==> src/rtl/cfgsp_pkg.sv <==
package cfgsp_pkg;

  localparam int NUM_BARS = 6;
  localparam int DW_IDX_W = 10;

  // Dword indices the responder decodes
  localparam logic [DW_IDX_W-1:0] DW_ID      = 10'd0;
  localparam logic [DW_IDX_W-1:0] DW_CMDSTS  = 10'd1;
  localparam logic [DW_IDX_W-1:0] DW_CLASS   = 10'd2;
  localparam logic [DW_IDX_W-1:0] DW_HDR     = 10'd3;
  localparam logic [DW_IDX_W-1:0] DW_BAR_LO  = 10'd4;
  localparam logic [DW_IDX_W-1:0] DW_BAR_HI  = 10'd9;
  localparam logic [DW_IDX_W-1:0] DW_CAPPTR  = 10'd13;

  typedef struct packed {
    logic [7:0]          bus;
    logic [4:0]          dev;
    logic [2:0]          fn;
    logic [DW_IDX_W-1:0] dw;
  } cfg_loc_t;

  function automatic cfg_loc_t split_cfg_addr(input logic [31:0] a);
    cfg_loc_t s;
    s.bus = a[27:20];
    s.dev = a[19:15];
    s.fn  = a[14:12];
    s.dw  = a[11:2];
    return s;
  endfunction

  // Ones in the decoded address bits of a 2^lg window
  function automatic logic [31:0] bar_mask(input int unsigned lg);
    logic [31:0] m;
    m = '1;
    m = m << lg;
    return m;
  endfunction

  // bit3 prefetchable, bits2:1 window type (10 = 64-bit), bit0 memory (0)
  function automatic logic [3:0] bar_flags(input logic is64, input logic pref);
    return {pref, is64, 1'b0, 1'b0};
  endfunction

  // Isolate the lowest set bit
  function automatic logic [NUM_BARS-1:0] lowest_one(input logic [NUM_BARS-1:0] v);
    return v & (~v + {{(NUM_BARS-1){1'b0}}, 1'b1});
  endfunction

endpackage

==> src/rtl/cfgsp_addr_decode.sv <==
module cfgsp_addr_decode
  import cfgsp_pkg::*;
(
  input  logic [31:0]         cfg_addr,
  input  logic [7:0]          strap_bus,
  input  logic [4:0]          strap_dev,
  output logic                loc_match,
  output logic [DW_IDX_W-1:0] dw_idx
);
  cfg_loc_t loc;
  logic     unused_addr_bits;

  assign loc              = split_cfg_addr(cfg_addr);
  assign unused_addr_bits = ^{cfg_addr[31:28], cfg_addr[1:0]};
  assign loc_match        = (loc.bus == strap_bus) && (loc.dev == strap_dev) && (loc.fn == 3'd0);
  assign dw_idx           = loc.dw;
endmodule

==> src/rtl/cfgsp_ctrl_regs.sv <==
module cfgsp_ctrl_regs #(
  parameter logic [15:0] CMD_WMASK = 16'h0006,
  parameter bit          HAS_CAP   = 1'b1,
  parameter int          EVT_W     = 5
) (
  input  logic             clk,
  input  logic             rst_n,
  input  logic             wr_en,
  input  logic [31:0]      wdata,
  input  logic [EVT_W-1:0] evt,
  output logic [15:0]      cmd,
  output logic [15:0]      sts,
  output logic [EVT_W-1:0] sticky
);
  localparam int EVT_LSB = 16 - EVT_W;

  logic [EVT_W-1:0] clr;
  logic             unused_wdata;

  assign clr          = wr_en ? wdata[16+EVT_LSB +: EVT_W] : '0;
  assign unused_wdata = ^wdata[16+EVT_LSB-1:16];

  always_ff @(posedge clk or negedge rst_n) begin
    if (!rst_n) begin
      cmd    <= '0;
      sticky <= '0;
    end else begin
      if (wr_en) cmd <= wdata[15:0] & CMD_WMASK & 16'hFFFE;
      sticky <= (sticky & ~clr) | evt;
    end
  end

  always_comb begin
    sts          = '0;
    sts[4]       = HAS_CAP;
    sts[15:EVT_LSB] = sticky;
  end
endmodule

==> src/rtl/cfgsp_bar_bank.sv <==
module cfgsp_bar_bank
  import cfgsp_pkg::*;
#(
  parameter logic [8*NUM_BARS-1:0] BAR_LOG2 = '0,
  parameter logic [NUM_BARS-1:0]   BAR_IS64 = '0,
  parameter logic [NUM_BARS-1:0]   BAR_PREF = '0
) (
  input  logic                            clk,
  input  logic                            rst_n,
  input  logic                            wr_en,
  input  logic [2:0]                      wr_idx,
  input  logic [31:0]                     wdata,
  input  logic                            mem_en,
  input  logic [63:0]                     mem_addr,
  output logic [NUM_BARS-1:0][31:0]       bar_rd,
  output logic [NUM_BARS-1:0]             raw_hit,
  output logic [NUM_BARS-1:0]             hit
);
  for (genvar n = 0; n < NUM_BARS; n++) begin : g_bar
    localparam int          LG    = int'(BAR_LOG2[n*8 +: 8]);
    localparam int          PREV  = (n == 0) ? 0 : n - 1;
    localparam int          NXT   = (n == NUM_BARS - 1) ? n : n + 1;
    localparam bit          UPPER = (n != 0) && BAR_IS64[PREV];
    localparam bit          USED  = (LG != 0) && !UPPER;
    localparam logic [31:0] MASK  = bar_mask(LG);
    localparam logic [3:0]  FLG   = bar_flags(BAR_IS64[n], BAR_PREF[n]);

    logic sel;
    assign sel = wr_en && (wr_idx == 3'(n));

    if (USED) begin : g_used
      logic [31:0] q;
      logic [31:0] hi_w;
      always_ff @(posedge clk or negedge rst_n) begin
        if (!rst_n)   q <= '0;
        else if (sel) q <= wdata & MASK;
      end
      assign bar_rd[n]  = q | {28'd0, FLG};
      assign hi_w       = BAR_IS64[n] ? bar_rd[NXT] : 32'd0;
      assign raw_hit[n] = mem_en && ((q != 32'd0) || (hi_w != 32'd0))
                          && ((mem_addr[31:0] & MASK) == q)
                          && (mem_addr[63:32] == hi_w);
    end else if (UPPER) begin : g_upper
      logic [31:0] q;
      always_ff @(posedge clk or negedge rst_n) begin
        if (!rst_n)   q <= '0;
        else if (sel) q <= wdata;
      end
      assign bar_rd[n]  = q;
      assign raw_hit[n] = 1'b0;
    end else begin : g_off
      assign bar_rd[n]  = '0;
      assign raw_hit[n] = 1'b0;
    end
  end

  assign hit = lowest_one(raw_hit);
endmodule

==> src/rtl/cfgsp_responder.sv <==
module cfgsp_responder
  import cfgsp_pkg::*;
#(
  parameter logic [15:0]           VENDOR_ID  = 16'h1E5A,
  parameter logic [15:0]           DEVICE_ID  = 16'h0A17,
  parameter logic [7:0]            REVISION   = 8'h02,
  parameter logic [23:0]           CLASS_CODE = 24'h058000,
  parameter logic [7:0]            CAP_PTR    = 8'h40,
  parameter bit                    HAS_CAP    = 1'b1,
  parameter logic [15:0]           CMD_WMASK  = 16'h0006,
  parameter logic [8*NUM_BARS-1:0] BAR_LOG2   = {8'd0, 8'd8, 8'd0, 8'd14, 8'd0, 8'd12},
  parameter logic [NUM_BARS-1:0]   BAR_IS64   = 6'b000100,
  parameter logic [NUM_BARS-1:0]   BAR_PREF   = 6'b000100
) (
  input  logic                clk,
  input  logic                rst_n,
  input  logic [7:0]          strap_bus,
  input  logic [4:0]          strap_dev,
  input  logic                cfg_req,
  input  logic                cfg_we,
  input  logic [31:0]         cfg_addr,
  input  logic [31:0]         cfg_wdata,
  output logic [31:0]         cfg_rdata,
  input  logic [4:0]          stat_evt,
  input  logic [63:0]         mem_addr,
  output logic                mem_enable,
  output logic [NUM_BARS-1:0] bar_hit
);
  localparam int EVT_W = 5;

  logic                      loc_match;
  logic [DW_IDX_W-1:0]       dw_idx;
  logic                      own_wr;
  logic                      status_wr;
  logic                      bar_wr;
  logic                      bar_range;
  logic [2:0]                bar_idx;
  logic [15:0]               cmd_word;
  logic [15:0]               sts_word;
  logic [EVT_W-1:0]          sts_sticky;
  logic [NUM_BARS-1:0][31:0] bar_rd;
  logic [NUM_BARS-1:0]       bar_raw_hit;
  logic [31:0]               rd_word;

  cfgsp_addr_decode u_dec (
    .cfg_addr  (cfg_addr),
    .strap_bus (strap_bus),
    .strap_dev (strap_dev),
    .loc_match (loc_match),
    .dw_idx    (dw_idx)
  );

  assign own_wr    = cfg_req && cfg_we && loc_match;
  assign status_wr = own_wr && (dw_idx == DW_CMDSTS);
  assign bar_range = (dw_idx >= DW_BAR_LO) && (dw_idx <= DW_BAR_HI);
  assign bar_wr    = own_wr && bar_range;
  assign bar_idx   = dw_idx[2:0] - 3'd4;

  cfgsp_ctrl_regs #(
    .CMD_WMASK (CMD_WMASK),
    .HAS_CAP   (HAS_CAP),
    .EVT_W     (EVT_W)
  ) u_ctrl (
    .clk    (clk),
    .rst_n  (rst_n),
    .wr_en  (status_wr),
    .wdata  (cfg_wdata),
    .evt    (stat_evt),
    .cmd    (cmd_word),
    .sts    (sts_word),
    .sticky (sts_sticky)
  );

  assign mem_enable = cmd_word[1];

  cfgsp_bar_bank #(
    .BAR_LOG2 (BAR_LOG2),
    .BAR_IS64 (BAR_IS64),
    .BAR_PREF (BAR_PREF)
  ) u_bars (
    .clk      (clk),
    .rst_n    (rst_n),
    .wr_en    (bar_wr),
    .wr_idx   (bar_idx),
    .wdata    (cfg_wdata),
    .mem_en   (mem_enable),
    .mem_addr (mem_addr),
    .bar_rd   (bar_rd),
    .raw_hit  (bar_raw_hit),
    .hit      (bar_hit)
  );

  always_comb begin
    rd_word = 32'd0;
    if (!loc_match) begin
      rd_word = 32'hFFFF_FFFF;
    end else if (bar_range) begin
      rd_word = bar_rd[bar_idx];
    end else begin
      case (dw_idx)
        DW_ID:     rd_word = {DEVICE_ID, VENDOR_ID};
        DW_CMDSTS: rd_word = {sts_word, cmd_word};
        DW_CLASS:  rd_word = {CLASS_CODE, REVISION};
        DW_HDR:    rd_word = 32'd0;
        DW_CAPPTR: rd_word = {24'd0, CAP_PTR};
        default:   rd_word = 32'd0;
      endcase
    end
  end

  always_ff @(posedge clk or negedge rst_n) begin
    if (!rst_n)                  cfg_rdata <= '0;
    else if (cfg_req && !cfg_we) cfg_rdata <= rd_word;
  end
endmodule

==> config.mk <==
export PLATFORM = sky130hd
export DESIGN_NAME = cfgsp_responder
export DESIGN_NICKNAME = d
export VERILOG_FILES = /design/src/rtl/cfgsp_pkg.sv /design/src/rtl/cfgsp_addr_decode.sv /design/src/rtl/cfgsp_ctrl_regs.sv /design/src/rtl/cfgsp_bar_bank.sv /design/src/rtl/cfgsp_responder.sv
export SDC_FILE = /design/constraint.sdc
export NUM_CORES = 1
export LEC_CHECK = 0
export BUFFER_PORTS_ARGS = -buffer_cell sky130_fd_sc_hd__buf_2
export CORE_MARGIN = 3
export CORE_UTILIZATION = 30
export CTS_BUF_LIST = sky130_fd_sc_hd__clkbuf_2
export DETAILED_ROUTE_END_ITERATION = 10
export PLACE_DENSITY = 0.59
export SLEW_MARGIN = 20
export SYNTH_ARGS = -nofsm -noshare
export SYNTH_HDL_FRONTEND = slang
export SYNTH_SLANG_ARGS = --single-unit
==> constraint.sdc <==
create_clock -name clk -period 2.3 [get_ports clk]
set_input_delay 0.23 -clock clk [delete_from_list [all_inputs] [get_ports clk]]
set_output_delay 0.23 -clock clk [all_outputs]
set_load 0.02 [all_outputs]
* Yosys cells after proc, flatten, opt, wreduce, memory -nomap -nowiden
Cells that the tools add are included.
** Storage, ports and cells
- Output and inout port bits :: 39
- Input bits :: 150
- Logic and storage cells :: 66
- Bits in registers :: 133
** Operators by class
- Bitwise logic cells :: 5
- Equal/unequal tests :: 12
- Add/sub/neg operators :: 2
- Multiplexer cells :: 6
- Reductions and logical operators :: 31
- Order comparisons :: 3
** Operators by type and width (number)
- case mux 32 bit (4 select lines) :: 1
- nonzero test 32 bit :: 4
- binary-select mux 32 bit (select 3 bit) :: 1
- two-way mux 32 bit :: 3
- equality test 32 bit :: 1
- logical NOT 32 bit :: 1
- equality test 24 bit :: 1
- logical AND 1 bit :: 21
- equality test 20 bit :: 1
- equality test 18 bit :: 1
- equality test 10 x 1 -> 1 bit, second input constant :: 1
- equality test 10 x 2 -> 1 bit, second input constant :: 1
- equality test 10 x 4 -> 1 bit, second input constant :: 1
- greater-or-equal comparator 10 x 3 -> 1 bit, second input constant :: 1
- <= comparator 10 x 4 -> 1 bit, second input constant :: 1
- logical NOT 10 bit :: 1
- equality test 8 bit :: 1
- adder 6 x 1 -> 6 bit, second input constant :: 1
- bitwise AND 5 x 6 -> 6 bit :: 1
- equality test 3 x 2 -> 1 bit, second input constant :: 2
- logical NOT 3 bit :: 2
- NOT 5 -> 6 bit :: 1
- bitwise AND 5 bit :: 1
- equality test 5 bit :: 1
- 8 further kinds :: 8

* Depth between registers and ports, before layout
Gate-level depths: netlist (run 1).
- Depth after elaboration :: 9
- Gate-level depth with buffers :: 8
- Mapped depth without buffers :: 5

* Modules after synthesis
Synthesis (run 1) repeated with hierarchy kept, for this count alone.
** Second synthesis, totals
- Cell total of the unflattened synthesis :: 945
- Area total of the unflattened synthesis :: 9719.3 sq um
** Modules (own cells, without submodules)
- cfgsp_bar_bank :: times used 1, area an instance 5674.2 sq um, cells each 493, sequential area each 2352.3 sq um
- cfgsp_responder :: times used 1, area an instance 3311.9 sq um, cells each 371, sequential area each 800.8 sq um
- cfgsp_ctrl_regs :: times used 1, area an instance 505.5 sq um, cells each 52, sequential area each 175.2 sq um
- cfgsp_addr_decode :: times used 1, area an instance 227.7 sq um, cells each 29, sequential area each 0.0 sq um

* Least setup slack after synthesis (run 1)
OpenSTA, ideal clock, no wires.
- Path type :: input port to flip-flop
- Start point :: input port cfg_addr[9]
- End point :: register u_bars.g_bar[3].g_upper.q[10]
- Data required time :: 2.175 ns
- Cell stages on the path :: 7
- Library setup time :: 0.125 ns
- Setup slack :: 0.047 ns
- Path buffers :: 2
- Arrival :: 2.128 ns
- Path through :: or4_4 > nor4_4 > and2_1 > buf_4 > nor3b_4 > buf_6 > mux2_2
** On the way
- Word-level cells in the longest chain between the ends :: 4
- Elaborated cells between the ends (all ways) :: 5
- Classes of those cells :: 2 x order compare; 3 x reduce/logical
** RTL lines
- start, declared :: RTL line cfgsp_responder.sv:21 : input logic [31:0] cfg_addr,
- greater-or-equal comparator 10 x 3 -> 1 bit or <= comparator 10 x 4 -> 1 bit (tied branches) :: RTL line cfgsp_responder.sv:55 : assign bar_range = (dw_idx >= DW_BAR_LO) && (dw_idx <= DW_BAR_HI);
- logical AND 1 bit * :: RTL line cfgsp_responder.sv:55
- logical AND 1 bit * :: RTL line cfgsp_responder.sv:56 : assign bar_wr = own_wr && bar_range;
- logical AND 1 bit * :: RTL line cfgsp_bar_bank.sv:29 : assign sel = wr_en && (wr_idx == 3'(n));
- end signal, assigned :: RTL line cfgsp_bar_bank.sv:47 : else if (sel) q <= wdata;
- end, declared :: RTL line cfgsp_bar_bank.sv:44 : logic [31:0] q;
Every way passes the cells marked *; elsewhere a longest branch is shown, timed or not.
A chain may end at the register's enable or synchronous reset.

* Worst setup path after layout (run 1)
- Start point :: register u_bars.g_bar[4].g_used.q[30]
- End point :: output port bar_hit[4]
** On the way
- Word-level cells in the longest chain between the ends :: 7
- Elaborated cells between the ends (all ways) :: 8
- Classes of those cells :: 1 x add/sub; 1 x eq/ne; 2 x bitwise; 4 x reduce/logical
** RTL lines
- start, declared :: RTL line cfgsp_bar_bank.sv:32 : logic [31:0] q;
- start signal, assigned :: RTL line cfgsp_bar_bank.sv:36 : else if (sel) q <= wdata & MASK;
- nonzero test 32 bit :: RTL line cfgsp_bar_bank.sv:40 : assign raw_hit[n] = mem_en && ((q != 32'd0) || (hi_w != 32'd0))
- logical AND 1 bit :: RTL line cfgsp_bar_bank.sv:40
- logical AND 1 bit * :: RTL line cfgsp_bar_bank.sv:41 : && ((mem_addr[31:0] & MASK) == q)
- logical AND 1 bit * :: RTL line cfgsp_bar_bank.sv:42 : && (mem_addr[63:32] == hi_w);
- NOT 5 -> 6 bit :: RTL line cfgsp_pkg.sv:46 : return v & (~v + {{(NUM_BARS-1){1'b0}}, 1'b1});
- adder 6 x 1 -> 6 bit :: RTL line cfgsp_pkg.sv:46
- bitwise AND 5 x 6 -> 6 bit * :: RTL line cfgsp_pkg.sv:46
- end, declared :: RTL line cfgsp_responder.sv:27 : output logic [NUM_BARS-1:0] bar_hit
Marks and branches as above.

==> load_flow_metrics.sql, run 1 <==
INSERT INTO impl_metrics (metric_group, metric, value, unit) VALUES
('routing', 'drtPass1Iterations', '5', ''),
('grt', 'grt_first_pass_wirelength', '41.6', 'mm'),
('power_and_ir_drop', 'design_power', '4280', 'uW'),
('yosys', 'syn_area', '7440', 'um2'),
('yosys', 'netlist_top_cells_area', 'sky130_fd_sc_hd__dfrtp_1 (45%), sky130_fd_sc_hd__mux2_2 (16%), sky130_fd_sc_hd__xor2_1 (12%)', ''),
('run_status', 'violations_in_the_final_reports', 'setup timing', ''),
('grt', 'grt_max_degree', '134', ''),
('timing', 'worst_relative_slew_slack', '0.505', ''),
('timing', 'fin_skew', '0.0459', 'ns'),
('routing', 'dr.first_iter.drc_count', '611', ''),
('place', 'dpl.cell_count', '1257', ''),
('routing', 'detail_route.wl_per_cell', '20.8', 'um'),
('worst_setup_path', 'timing.critical_path.cells', 'xor2_1, nor4_2, nand4_1, or4_1, a211oi_2, buf_4', ''),
('timing', 'timing.final.setup_violations', '3', ''),
('yosys', 'synth.yosys.seq_area_share', '0.447', ''),
('final_layout', 'synthToLayoutAreaGrowth', '38.6', '%'),
('die', 'die_x', '164', 'um'),
('worst_setup_path', 'kind_of_critical_path', 'reg -> out', ''),
('power_and_ir_drop', 'power.density_cell_area', '415', 'nW/um2'),
('grt', 'antenna_violations_before_repair', '0', ''),
('yosys', 'synth_area_per_cell', '10.7', 'um2'),
('yosys', 'synth.top_cells.by_count', 'sky130_fd_sc_hd__dfrtp_1 (133), sky130_fd_sc_hd__mux2_2 (105), sky130_fd_sc_hd__xor2_1 (100), sky130_fd_sc_hd__nor4_1 (56), sky130_fd_sc_hd__nor2_1 (49)', ''),
('worst_setup_path', 'arrival_time_of_data_at_the_critical_path_endpoint', '2.88', 'ns'),
('routing', 'wirelength_routed', '28.1', 'mm'),
('clock_tree', 'h-tree-depth', '4', ''),
('yosys', 'synth_top_area_share', '0.447', ''),
('place', 'hpwlAfterDp', '22.0', 'mm'),
('clock_tree', 'tritoncts', 'built', ''),
('place', 'detailedPlace.worstSlack', '-0.600', 'ns'),
('worst_setup_path', 'critical_path.startpoint_type', 'flop', ''),
('final_layout', 'nFillCells', '2443', ''),
('timing', 'period_share', '1.35', ''),
('clock_tree', 'clock_sinks', '133', ''),
('final_layout', 'final-seq-area', '3340', 'um2'),
('final_layout', 'multi_input_comb_area', '4040', 'um2'),
('worst_setup_path', 'timing.critical_path.slowest_stage_cell', 'sky130_fd_sc_hd__or4_1', ''),
('die', 'core_region_area', '24300', 'um2'),
('final_layout', 'final_design_area_no_fill', '10300', 'um2'),
('worst_setup_path', 'worst_setup_path_end_kind', 'primary output', ''),
('final_layout', 'final_cell_count_no_fill', '1350', ''),
('yosys', 'synthFlopType', 'sky130_fd_sc_hd__dfrtp_1', ''),
('worst_setup_path', 'critical_path_required', '2.07', 'ns'),
('yosys', 'synth_top_cell_by_area', 'sky130_fd_sc_hd__dfrtp_1', ''),
('clock_tree', 'cts_max_path_buffers', '2', ''),
('yosys', 'synth_warn', '0', ''),
('final_layout', 'antenna_cells_inserted', '0', ''),
('timing', 'unrepaired_setup_endpoints_after_global_routing', 'yes', ''),
('place', 'placedInstanceArea', '9340', 'um2'),
('run_status', 'status', 'finished, violations left', ''),
('routing', 'ant_nets', '0', ''),
('routing', 'routed-via-count', '6856', ''),
('die', 'floorplan.die_area', '26700', 'um2'),
('grt', 'grt.total_usage', '0.211', ''),
('clock_tree', 'path_clk_slew', '0.22', 'ns'),
('timing', 'fmaxAchievable', '322', 'MHz'),
('routing', 'drt_drc_violations_left', '0', ''),
('timing', 'setup_slack', '-0.806', 'ns'),
('grt', 'grt_pass1_vias', '6924', ''),
('die', 'placement_rows', '57', ''),
('clock_tree', 'clk_lat_worst_skew', '0.75', 'ns'),
('worst_setup_path', 'largest_delay_contributor_family_on_the_critical_path', 'simple AND/OR/NAND/NOR gates', ''),
('job', 'maxCapViolCount', '0', ''),
('final_layout', 'layout.nets', '1163', ''),
('min_path', 'holdCritPathClass', 'in -> reg', ''),
('yosys', 'synthDistinctLibCells', '43', ''),
('worst_setup_path', 'critical-path-max-stage-delay', '0.51', 'ns'),
('timing', 'hold_ws', '0.0778', 'ns'),
('worst_setup_path', 'cp_num_buf_inv', '1', ''),
('final_layout', 'post_route_cells_drive_above_1_share', '0.446', ''),
('die', 'initial_core_utilization', '0.306', ''),
('yosys', 'synth_enable_flop_cells', '0', '');
==> state kept, by name, indices dropped and copies added (netlist names) <==
signal and flops:
cfg_rdata 32, u_ctrl.sticky 5, u_bars.g_bar.g_used.q 62, u_ctrl.cmd 2
u_bars.g_bar.g_used.hi_w 32
==> worst paths after layout <==
check / depth (start not counted) / start / slack, ns / end
worst max-delay path: 6 / u_bars.g_bar[4].g_used.q[30]$_DFFE_PN0P_ / -0.81 / bar_hit[4]
worst min-delay path: 6 / cfg_addr[8] / 0.08 / cfg_rdata[3]$_DFFE_PN0P_
worst max register to register: 6 / u_bars.g_bar[2].g_used.hi_w[21]$_DFFE_PN0P_ / 0.77 / cfg_rdata[21]$_DFFE_PN0P_
worst min register to register: 2 / cfg_rdata[21]$_DFFE_PN0P_ / 0.55 / cfg_rdata[21]$_DFFE_PN0P_
max in group asynchronous: 3 / rst_n / 1.60 / u_bars.g_bar[0].g_used.q[30]$_DFFE_PN0P_
min in group asynchronous: 3 / rst_n / 0.12 / u_bars.g_bar[4].g_used.q[15]$_DFFE_PN0P_
==> worst reg2reg max path: stages (launching register included) <==
cell and delay, ns:
sky130_fd_sc_hd__dfrtp_1 0.46, sky130_fd_sc_hd__buf_4 0.17, sky130_fd_sc_hd__mux2_2 0.27, sky130_fd_sc_hd__a22oi_1 0.15
sky130_fd_sc_hd__o22ai_1 0.17, sky130_fd_sc_hd__nand2_1 0.12, sky130_fd_sc_hd__a21oi_1 0.07
==> layer usage <==
metal  vias up  track usage  share of wire
met2       348        0.326           0.45
li1       3159            -              -
met1      3306        0.290           0.43
met3        43       0.0530          0.093
met5         -            0              0
met4         0       0.0684          0.026
==> placed cells by master, fill, tap and decap left out, types with 17 or more instances in the layout <==
master,instances
sky130_fd_sc_hd__xor2_1,99
sky130_fd_sc_hd__buf_2,167
sky130_fd_sc_hd__clkbuf_2,18
sky130_fd_sc_hd__mux2_2,105
sky130_fd_sc_hd__a21oi_1,36
sky130_fd_sc_hd__nor2_1,48
sky130_fd_sc_hd__nor4_1,42
sky130_fd_sc_hd__nand2_1,45
sky130_fd_sc_hd__dfrtp_1,121
sky130_fd_sc_hd__buf_4,106
sky130_fd_sc_hd__o22ai_1,17
sky130_fd_sc_hd__dlygate4sd3_1,51
sky130_fd_sc_hd__a22oi_1,22
==> cell type report <==
class,instances,area share
clock buffers,18,0.00874
clock inverters,14,0.0126
multi-input cells,521,0.391
well taps,324,0.0393
flip-flops and latches,133,0.324
inverters,9,0.00328
repair buffers,331,0.220
==> what timing repair did <==
action,4_1_cts,5_1_grt
hold buffers,51,0
endpoints found under the setup margin,3,3
cloned,0,0
resized for setup,25,13
endpoints found under the hold margin,249,0
setup buffers,10,1
pin swaps,18,8
==> metrics by stage <==
step	util	setup TNS (ns)
2_1_floorplan	-	0
3_3_place_gp	0.384	-6.26
3_5_place_dp	0.384	-6.67
4_1_cts	0.422	-1.75
5_1_grt	0.424	-2.09
6_report	0.424	-1.85
==> logic make-up (layout without fill, tap and decap cells) <==
logic type / Yosys count / count (layout) / share of synthesized area
compound gates: 94 / 94 / 0.0778
xor+xnor: 107 / 107 / 0.126
buf+inv: 45 / 372 / 0.0306
flops: 133 / 133 / 0.447
mux: 115 / 115 / 0.172
other cells: 1 / 3 / 0.000504
simple gates: 202 / 202 / 0.145
==> report_power, final <==
group | internal (uW) | leakage (uW) | total [uW] | switching, uW
Sequential | 2340 | 0.00165 | 2340 | 0.0157
Clock | 403 | 0.000125 | 1370 | 964
Combinational | 250 | 0.00315 | 567 | 317
Total | 3000 | 0.00492 | 4280 | 1280
Power figures use the tool's default switching activity.
==> run 2, diff against run 1 <==
--- a/config.mk
+++ b/config.mk
@@ -6,11 +6,11 @@
 export NUM_CORES = 1
 export LEC_CHECK = 0
 export BUFFER_PORTS_ARGS = -buffer_cell sky130_fd_sc_hd__buf_2
-export CORE_MARGIN = 3
 export CORE_UTILIZATION = 30
 export CTS_BUF_LIST = sky130_fd_sc_hd__clkbuf_2
 export DETAILED_ROUTE_END_ITERATION = 10
 export PLACE_DENSITY = 0.59
+export SKIP_LAST_GASP = 1
 export SLEW_MARGIN = 20
 export SYNTH_ARGS = -nofsm -noshare
 export SYNTH_HDL_FRONTEND = slang
==> load_flow_metrics.sql, run 2 (synthesis gave the netlist of run 1 again) <==
INSERT INTO impl_metrics (metric_group, metric, value, unit) VALUES
('run_status', 'status', 'finished, violations left', ''),
('run_status', 'violations_in_the_final_reports', 'setup timing', ''),
('place', 'hpwlAfterDp', '22.0', 'mm'),
('grt', 'grt_max_degree', '35', ''),
('die', 'boundaryPins', '189', ''),
('routing', 'vias_per_instance', '5.10', ''),
('worst_setup_path', 'critical_path.startpoint_type', 'flop', ''),
('worst_setup_path', 'timing.critical_path.cells', 'xor2_1, nor4_1, buf_4, nand3_1, or4_4, a211oi_4, buf_6', ''),
('clock_tree', 'clk_lat_worst_skew', '0.73', 'ns'),
('grt', 'global_route.usage.met1', '0.310', ''),
('clock_tree', 'root_buffer', 'sky130_fd_sc_hd__clkbuf_2', ''),
('min_path', 'worstHoldStart', 'cfg_addr[9]', ''),
('worst_setup_path', 'r2r.worst_path.cells', '5', ''),
('timing', 'post-route-min-period', '3.06', 'ns'),
('timing', 'period_share', '1.33', ''),
('timing', 'tightestPinTransition', '0.516', 'ns'),
('timing', 'finalMaxSlewViolations', '0', ''),
('final_layout', 'layout.cells.most_common', 'sky130_fd_sc_hd__buf_2', ''),
('power_and_ir_drop', 'power_frac_comb', '0.135', ''),
('place', 'placedInstanceArea', '9310', 'um2'),
('grt', 'grt_pass1_vias', '7106', ''),
('timing', 'fin_skew', '0.0323', 'ns'),
('final_layout', 'largest_register_ffs', '62', ''),
('power_and_ir_drop', 'seq_power_share', '0.540', ''),
('routing', 'ant_nets', '0', ''),
('final_layout', 'postLayoutCoreUtil', '0.425', ''),
('die', 'core_region_area', '24300', 'um2'),
('timing', 'unrepaired_setup_endpoints_after_global_routing', 'yes', ''),
('clock_tree', 'tritoncts', 'built', ''),
('power_and_ir_drop', 'power.internal', '3100', 'uW'),
('die', 'placement_rows', '57', ''),
('timing', 'worst_relative_slew_slack', '0.653', ''),
('worst_setup_path', 'kind_of_critical_path', 'reg -> out', ''),
('final_layout', 'final_design_area_no_fill', '10300', 'um2'),
('worst_setup_path', 'timing.reg2reg.setup_slack', '0.51', 'ns'),
('min_path', 'hold_end', 'cfg_rdata[27]$_DFFE_PN0P_', ''),
('final_layout', 'largest_register', 'u_bars.g_bar.g_used.q', ''),
('grt', 'grt_use_met2', '0.355', ''),
('worst_setup_path', 'worstReg2RegEnd', 'cfg_rdata[20]$_DFFE_PN0P_', ''),
('power_and_ir_drop', 'power.density_cell_area', '419', 'nW/um2'),
('routing', 'drtPass1Iterations', '8', ''),
('power_and_ir_drop', 'pwr-share-clk', '0.325', ''),
('final_layout', 'most-common-layout-cells', 'sky130_fd_sc_hd__buf_2 (167), sky130_fd_sc_hd__dfrtp_1 (124), sky130_fd_sc_hd__mux2_2 (105), sky130_fd_sc_hd__buf_4 (100), sky130_fd_sc_hd__xor2_1 (98)', ''),
('job', 'maxCapViolCount', '0', ''),
('die', 'die_x', '160', 'um'),
('clock_tree', 'clock_sinks', '133', ''),
('power_and_ir_drop', 'total_leakage_power', '0.00494', 'uW'),
('worst_setup_path', 'worst_setup_path_end_kind', 'primary output', ''),
('worst_setup_path', 'timing.critical_path.fanout_max', '2', ''),
('place', 'place_congestion', '0.962', ''),
('grt', 'globalRouteMet3Util', '0.0492', ''),
('timing', 'timing.final.setup_violations', '3', ''),
('clock_tree', 'cts_max_path_buffers', '2', ''),
('worst_setup_path', 'critical_path_required', '2.07', 'ns'),
('die', 'floorplan.die_area', '25400', 'um2'),
('clock_tree', 'path_clk_slew', '0.22', 'ns'),
('routing', 'dr.first_iter.drc_count', '586', ''),
('clock_tree', 'h-tree-depth', '4', ''),
('worst_setup_path', 'arrival_time_of_data_at_the_critical_path_endpoint', '2.83', 'ns'),
('timing', 'fmaxAchievable', '327', 'MHz'),
('worst_setup_path', 'timing.critical_path.slowest_stage_cell', 'sky130_fd_sc_hd__dfrtp_1', ''),
('min_path', 'holdCritPathClass', 'in -> reg', ''),
('final_layout', 'post_route_cells_drive_above_1_share', '0.439', ''),
('die', 'fp.dieH', '160', 'um'),
('routing', 'detail_route.wl_per_cell', '21.0', 'um'),
('worst_setup_path', 'r2r_start', 'u_bars.g_bar[2].g_used.hi_w[20]$_DFFE_PN0P_', ''),
('routing', 'routed-via-count', '6896', ''),
('grt', 'grt_first_pass_wirelength', '43.0', 'mm'),
('power_and_ir_drop', 'design_power', '4340', 'uW'),
('grt', 'grt.busiest_layer', 'met2', ''),
('routing', 'drt_drc_violations_left', '0', ''),
('power_and_ir_drop', 'net-switching-power', '1240', 'uW'),
('final_layout', 'synthToLayoutAreaGrowth', '38.9', '%'),
('clock_tree', 'cts_buffers', '17', ''),
('final_layout', 'layout.nets', '1162', ''),
('grt', 'remaining_overflow_grt', '0', ''),
('power_and_ir_drop', 'net_switching_fraction_of_the_power', '0.286', ''),
('grt', 'grt.total_usage', '0.228', ''),
('final_layout', 'nFillCells', '2431', ''),
('worst_setup_path', 'critical-path-max-stage-delay', '0.46', 'ns'),
('routing', 'wirelength_routed', '28.3', 'mm'),
('die', 'initial_core_utilization', '0.306', ''),
('timing', 'timing.final.hold_violations', '0', ''),
('min_path', 'hold-path-cell-count', '6', ''),
('power_and_ir_drop', 'ir_worst_vdd', '0.266', 'mV'),
('timing', 'setup_slack', '-0.757', 'ns'),
('grt', 'antenna_violations_before_repair', '2', ''),
('place', 'number_of_port_buffers', '171', '');
==> run 2: cell types whose count changed in the layout (fill, tap and decap cells not counted), sizes merged <==
cell	delta
clkinv	+1
clkbuf	+1
buf	-4
dlygate4sd3	+3
inv	-3
bufinv	+1
diode	+2
==> run 2: repair_timing <==
item                                    in CTS  in global routing
endpoints found under the setup margin       3                  3
hold buffers                                55                  0
hold endpoints to repair                   257                  0
gates cloned                                 0                  0
gates resized for setup                     27                 10
pin swaps                                    9                  5
setup buffers                                7                  2
==> run 2: worst max-delay path by stage <==
stage	startpoint	endpoint	depth (start not counted)
after floorplan	cfg_addr[9]	u_bars.g_bar[2].g_used.hi_w[10]$_DFFE_PN0P_	7
after global placement	mem_addr[48]	bar_hit[4]	7
after detailed placement	mem_addr[56]	bar_hit[4]	8
after CTS	u_bars.g_bar[4].g_used.q[8]$_DFFE_PN0P_	bar_hit[4]	7
after global routing	u_bars.g_bar[4].g_used.q[8]$_DFFE_PN0P_	bar_hit[4]	7
final	u_bars.g_bar[4].g_used.q[8]$_DFFE_PN0P_	bar_hit[4]	7
==> run 2: final cells by class <==
class / count / area (um2) / area share
Timing Repair Buffer: 330 / 2280 / 0.221
Tap cell: 324 / 405 / 0.0392
Multi-Input combinational cell: 521 / 4050 / 0.391
Antenna cell: 2 / 5.00 / 0.000484
Clock buffer: 19 / 95.1 / 0.00920
Clock inverter: 13 / 135 / 0.0131
Inverter: 9 / 33.8 / 0.00327
Sequential cell: 133 / 3340 / 0.323
==> run 2: power by group through the flow <==
stage	Sequential [uW]	Clock (uW)	Combinational, uW
2_1_floorplan	2380	0	158
3_3_place_gp	2380	0	507
3_5_place_dp	2380	0	509
4_1_cts	2340	1440	580
5_1_grt	2340	1540	626
6_report	2340	1410	584
==> run 2: layer usage <==
metal / part of all wire / up-vias
met5: 0 / -
met4: 0.026 / 0
met3: 0.068 / 39
met2: 0.46 / 295
met1: 0.45 / 3395
li1: - / 3167
==> run 2: per-stage QoR <==
step / cells / hold slack [ns] / TNS (ns) / setup WS [ns]
3_3_place_gp: 1254 / 0.263 / -2.24 / -0.422
4_1_cts: 1347 / 0.0219 / -1.87 / -0.805
6_report: 1351 / 0.0921 / -1.67 / -0.757
2_1_floorplan: 699 / -0.0656 / 0 / 0.0469
3_5_place_dp: 1254 / 0.255 / -2.01 / -0.425
5_1_grt: 1351 / 0.0604 / -2.13 / -0.858
==> run 2: worst max-delay path: cells and delay by family, from the launching register on <==
family                 cells  cell delay, ns
XOR/XNOR                   1            0.17
buffers and inverters      2            0.35
AO/OA/AOI/OAI              1            0.27
flip-flops                 1            0.46
AND/OR/NAND/NOR            3            0.82
